`config.mk`:
```
export PLATFORM = sky130hd
export DESIGN_NAME = gpio_host_port
export DESIGN_NICKNAME = d
export VERILOG_FILES = /design/src/rtl/gpio_port_pkg.sv /design/src/rtl/gpio_sync.sv /design/src/rtl/gpio_regs.sv /design/src/rtl/gpio_pad_mux.sv /design/src/rtl/gpio_host_port.sv
export SDC_FILE = /design/constraint.sdc
export NUM_CORES = 1
export LEC_CHECK = 0
export BUFFER_PORTS_ARGS = -buffer_cell sky130_fd_sc_hd__buf_2
export CAP_MARGIN = 20
export CORE_MARGIN = 8
export CORE_UTILIZATION = 40
export DETAILED_ROUTE_END_ITERATION = 12
export PLACE_DENSITY = 0.68
export SLEW_MARGIN = 10
export SYNTH_ARGS = -nofsm -noshare
export SYNTH_HDL_FRONTEND = slang
export SYNTH_HIERARCHICAL = 1
export SYNTH_SLANG_ARGS = --single-unit
```
`constraint.sdc`:
```
create_clock -name clk -period 1.3 [get_ports clk]
set_input_delay 0.13 -clock clk [delete_from_list [all_inputs] [get_ports clk]]
set_output_delay 0.13 -clock clk [all_outputs]
set_load 0.02 [all_outputs]
```
`src/rtl/gpio_port_pkg.sv`:
```
package gpio_port_pkg;
    localparam int PORT_W = 15;
    localparam int ADDR_W = 2;
    localparam int SYNC_STAGES = 2;

    typedef enum logic [ADDR_W-1:0] {
        REG_OWNER = 2'd0,
        REG_DIR   = 2'd1,
        REG_DATA  = 2'd2,
        REG_SPARE = 2'd3
    } reg_addr_e;

    // One pad's drive request.
    typedef struct packed {
        logic oe;
        logic val;
    } pad_drv_t;

    // Data-register read view: stored bit when direction is 1, synchronized pin otherwise.
    function automatic logic view_bit(input logic dir, input logic stored, input logic pin);
        return dir ? stored : pin;
    endfunction

    function automatic pad_drv_t pick_drv(input logic host, input pad_drv_t h, input pad_drv_t g);
        return host ? h : g;
    endfunction
endpackage

```
`src/rtl/gpio_sync.sv`:
```
module gpio_sync #(
    parameter int W      = 15,
    parameter int STAGES = 2
) (
    input  logic         clk,
    input  logic         rst,
    input  logic [W-1:0] d,
    output logic [W-1:0] q
);
    logic [W-1:0] chain [STAGES];

    always_ff @(posedge clk) begin
        if (rst) begin
            for (int k = 0; k < STAGES; k++) chain[k] <= '0;
        end else begin
            chain[0] <= d;
            for (int k = 1; k < STAGES; k++) chain[k] <= chain[k-1];
        end
    end

    assign q = chain[STAGES-1];
endmodule

```
`src/rtl/gpio_regs.sv`:
```
module gpio_regs
    import gpio_port_pkg::*;
#(
    parameter int W  = PORT_W,
    parameter int AW = ADDR_W
) (
    input  logic          clk,
    input  logic          rst,
    input  logic          sel,
    input  logic          wr,
    input  logic [AW-1:0] addr,
    input  logic [W-1:0]  wdata,
    input  logic [W-1:0]  pin_sync,
    output logic [W-1:0]  owner_q,
    output logic [W-1:0]  dir_q,
    output logic [W-1:0]  data_q,
    output logic [W-1:0]  rdata
);
    logic wen;
    assign wen = sel && wr;

    always_ff @(posedge clk) begin
        if (rst) begin
            owner_q <= '0;
            dir_q   <= '0;
            data_q  <= '0;
        end else if (wen) begin
            case (addr)
                REG_OWNER: owner_q <= wdata;
                REG_DIR:   dir_q   <= wdata;
                REG_DATA:  data_q  <= wdata;
                default:   ;
            endcase
        end
    end

    logic [W-1:0] data_view;
    for (genvar i = 0; i < W; i++) begin : g_view
        assign data_view[i] = view_bit(dir_q[i], data_q[i], pin_sync[i]);
    end

    always_comb begin
        rdata = '0;
        if (sel) begin
            case (addr)
                REG_OWNER: rdata = owner_q;
                REG_DIR:   rdata = dir_q;
                REG_DATA:  rdata = data_view;
                default:   rdata = '0;
            endcase
        end
    end
endmodule

```
`src/rtl/gpio_pad_mux.sv`:
```
module gpio_pad_mux
    import gpio_port_pkg::*;
#(
    parameter int W = PORT_W
) (
    input  logic [W-1:0] owner,
    input  logic [W-1:0] dir,
    input  logic [W-1:0] data,
    input  logic [W-1:0] h_oe,
    input  logic [W-1:0] h_out,
    output logic [W-1:0] oe,
    output logic [W-1:0] out
);
    for (genvar i = 0; i < W; i++) begin : g_pin
        pad_drv_t gpio_d, host_d, sel_d;
        assign gpio_d = '{oe: dir[i],  val: data[i]};
        assign host_d = '{oe: h_oe[i], val: h_out[i]};
        assign sel_d  = pick_drv(owner[i], host_d, gpio_d);
        assign oe[i]  = sel_d.oe;
        assign out[i] = sel_d.val;
    end
endmodule

```
`src/rtl/gpio_host_port.sv`:
```
module gpio_host_port
    import gpio_port_pkg::*;
(
    input  logic              clk,
    input  logic              rst,
    input  logic              reg_sel,
    input  logic              reg_wr,
    input  logic [ADDR_W-1:0] reg_addr,
    input  logic [PORT_W-1:0] reg_wdata,
    output logic [PORT_W-1:0] reg_rdata,
    input  logic [PORT_W-1:0] pad_in,
    output logic [PORT_W-1:0] pad_oe,
    output logic [PORT_W-1:0] pad_out,
    input  logic [PORT_W-1:0] host_oe,
    input  logic [PORT_W-1:0] host_out,
    output logic [PORT_W-1:0] host_own,
    output logic [PORT_W-1:0] host_in
);
    logic [PORT_W-1:0] pin_sync;
    logic [PORT_W-1:0] owner_q;
    logic [PORT_W-1:0] dir_q;
    logic [PORT_W-1:0] data_q;

    gpio_sync #(.W(PORT_W), .STAGES(SYNC_STAGES)) u_sync (
        .clk (clk),
        .rst (rst),
        .d   (pad_in),
        .q   (pin_sync)
    );

    gpio_regs #(.W(PORT_W), .AW(ADDR_W)) u_regs (
        .clk      (clk),
        .rst      (rst),
        .sel      (reg_sel),
        .wr       (reg_wr),
        .addr     (reg_addr),
        .wdata    (reg_wdata),
        .pin_sync (pin_sync),
        .owner_q  (owner_q),
        .dir_q    (dir_q),
        .data_q   (data_q),
        .rdata    (reg_rdata)
    );

    gpio_pad_mux #(.W(PORT_W)) u_mux (
        .owner (owner_q),
        .dir   (dir_q),
        .data  (data_q),
        .h_oe  (host_oe),
        .h_out (host_out),
        .oe    (pad_oe),
        .out   (pad_out)
    );

    assign host_own = owner_q;
    assign host_in  = pin_sync;
endmodule

```
==> flow_summary.yaml <==
status:
  status: "finished, violations left"
  violations: "negative setup slack"
placement:
  dp_hpwl_um: 7930
  portBuffers: 140
  gp_congestion: 0.829
  placed_cells: 620
die:
  dieArea_sq_mm: 0.0122
  fp.dieW_um: 111
  die_h_um: 111
  start_util_pct: 41.2
  ios: 141
  core_area_sq_mm: 0.00868
  rows: 34
run:
  cap_viol_max_count: 0
synthesis:
  synth_area_sq_mm: 0.00358
  ys_warn_count: 6
  syn_area_per_cell_sq_um: 9.12
  synth_cells: 392
  synth_nets: 458
  ys_types: 20
  ys_seq_elements: 75
  yosysSeqAreaShare_pct: 42.0
clock_network:
  cts_tree: "yes"
  cts-root-buf: "clkbuf_8"
  numCtsBuffers: 9
  insertion_delay_ns: 0.33
  cts_buffer_depth: 2
  htreeDepth: 3
  clock-sinks: 75
  path_clk_slew_ns: 0.08
global_route:
  antenna_found_initial: 1
  grt_start_max_net_pins: 76
  grtUsageTotal_pct: 17.6
  overflow: 0
  grt_first_pass_wirelength_um: 17900
  grt_pass1_vias: 3588
pwr:
  comb_power_share_pct: 14.2
  p_int_mw: 4.00
  p_sw_share_pct: 23.9
  finalPower_mw: 5.26
  pwr-share-seq_pct: 45.7
  vdd_drop_max_mv: 0.589
  netSwitchingPower_mw: 1.26
  clockPowerShare_pct: 40.1
  powerDensity_mw_per_mm2: 1010
  leakagePower_nw: 2.27
critical_path:
  timing.rr.end: "u_regs/dir_q[1]"
  reg2reg_from: "u_regs/dir_q[1]"
  arrival_ns: 1.26
  crit_start: "u_sync/chain[0][19]"
  worstPathMaxFanout: 2
  reg2reg_slack_ns: 0.56
  r2r_cells: 3
  worst_setup_path_start_kind: "flip-flop"
  worstSetupPathType: "flip-flop to output pin"
  crit_end: "reg_rdata[4]"
  crit_path_end_kind: "output pin"
  worstPathRequired_ns: 1.17
route:
  vias: 3302
  dr.pass1.iters: 4
  ant_nets: 0
  drt-vias-per-instance: 4.99
  drt-initial-drc-count: 112
  routed_wl_um: 11100
  drc: 0
  wl_per_cell_um: 16.8
sta:
  rsz0062_at_grt: "yes"
  fmax_ghz: 0.721
  fin_skew_ns: 0.00628
  drv_slew: 0
  finalHoldViolCount: 0
  finalSetupViolations: 17
  fin_crit_ns: 1.39
  slew_headroom_pct: 75.5
  worst_slack_ns: -0.0878
  finalCritPeriodShare_pct: 107
  whs_ns: 0.0188
  worst_slew_pin_slew_ns: 0.367
final_layout:
  final_cell_count_no_fill: 662
  fin_util_pct: 60.2
  nets: 614
  drive_gt1_share_pct: 53.5
  syn_to_final_growth_pct: 46.1
worst_hold_path:
  min_path_type: "primary input to flip-flop"
synth_stat cells, drive strengths merged:
library cell  instances  share of area (%)
clkbuf                5               0.52
dfxtp                75                 42
a21oi                60                8.4
and4bb                1               0.35
nand4b                2               0.66
nand2b                1               0.18
mux2                 30                 12
mux2i                15                4.2
nand2               105                 11
o22ai                15                2.6
and4b                 2               0.56
nand4bb               1               0.77
nor2b                47                 10
buf                  33                6.8
cells by family after synthesis:
group	after synthesis	share of synthesized area, %
multiplexers	45	16.2
AND/OR/NAND/NOR	159	23.5
buffers and inverters	38	7.31
flip-flops	75	42.0
AO/OA/AOI/OAI	75	11.0
layout make-up:
class / instances / area [sq um]
Tap cell: 108 / 135
Sequential cell: 75 / 1590
Fill cell: 767 / 3450
Timing Repair Buffer: 183 / 1350
Antenna cell: 1 / 2.50
Clock inverter: 7 / 116
Clock buffer: 9 / 124
Multi-Input combinational cell: 279 / 1900
power by group through the flow:
stage	Clock, mW	Sequential (mW)	Combinational (mW)
after floorplan	0	2.47	0.387
after global placement	0	2.47	0.623
after detailed placement	0	2.47	0.637
after CTS	2.17	2.40	0.728
after global routing	2.26	2.41	0.806
final	2.11	2.40	0.749
worst min-delay path by stage:
stage                           from                  end  cells after the start
after global routing      pad_in[11]  u_sync/chain[0][11]                      2
after CTS                 pad_in[11]  u_sync/chain[0][11]                      2
after floorplan            pad_in[7]   u_sync/chain[0][7]                      1
after global placement     pad_in[2]   u_sync/chain[0][2]                      2
after detailed placement   pad_in[0]   u_sync/chain[0][0]                      2
final                     pad_in[11]  u_sync/chain[0][11]                      2
critical path, cell delays in order (launching register included):
cell	delay, ns
dfxtp_2	0.33
nor2b_4	0.11
mux2i_1	0.20
o22ai_1	0.12
buf_4	0.16
timing repair:
| action | in CTS | in global routing |
|---|---|---|
| endpoints found under the setup margin | 45 | 45 |
| endpoints found under the hold margin | 12 | 0 |
| hold buffers | 12 | 0 |
| setup buffers | 8 | 5 |
| pin swaps | 3 | 4 |
| resized for setup | 131 | 26 |
sequential cells by signal (all words and copies together), names as in the netlist:
| signal | count |
|---|---|
| u_regs/data_q | 15 |
| u_regs/owner_q | 15 |
| u_sync/chain | 30 |
| u_regs/dir_q | 15 |
metal layers:
layer	vias up	wire, um	GRT usage, %	share of wire, %
met5	-	0	0	0
met4	0	231	7.84	2.1
met3	22	673	3.90	6.0
met2	118	5860	32.0	53
met1	1549	4380	19.1	39
li1	1613	-	-	-
stage by stage:
step           setup slack [ns]  area, sq um  TNS [ns]
3_3_place_gp             0.0777         4350         0
4_1_cts                  -0.105         5090    -0.820
6_report                -0.0878         5220    -0.587
5_1_grt                  -0.159         5220     -2.09
3_5_place_dp           -0.00595         4350  -0.00595
2_1_floorplan            0.0918         3580         0
cells in the final DEF, fill, tap and decap left out, drive strengths merged:
cell type	instances
nand2b	1
nand4bb	1
nor2b	47
bufinv	3
and4bb	1
a21oi	60
dfxtp	75
clkbuf	9
clkinv	3
diode	1
and4b	2
mux2i	15
o22ai	15
mux2	30
dlygate4sd3	12
nand4b	2
buf	171
nand2	105
clkinvlp	1
Power figures use the tool's default switching activity.
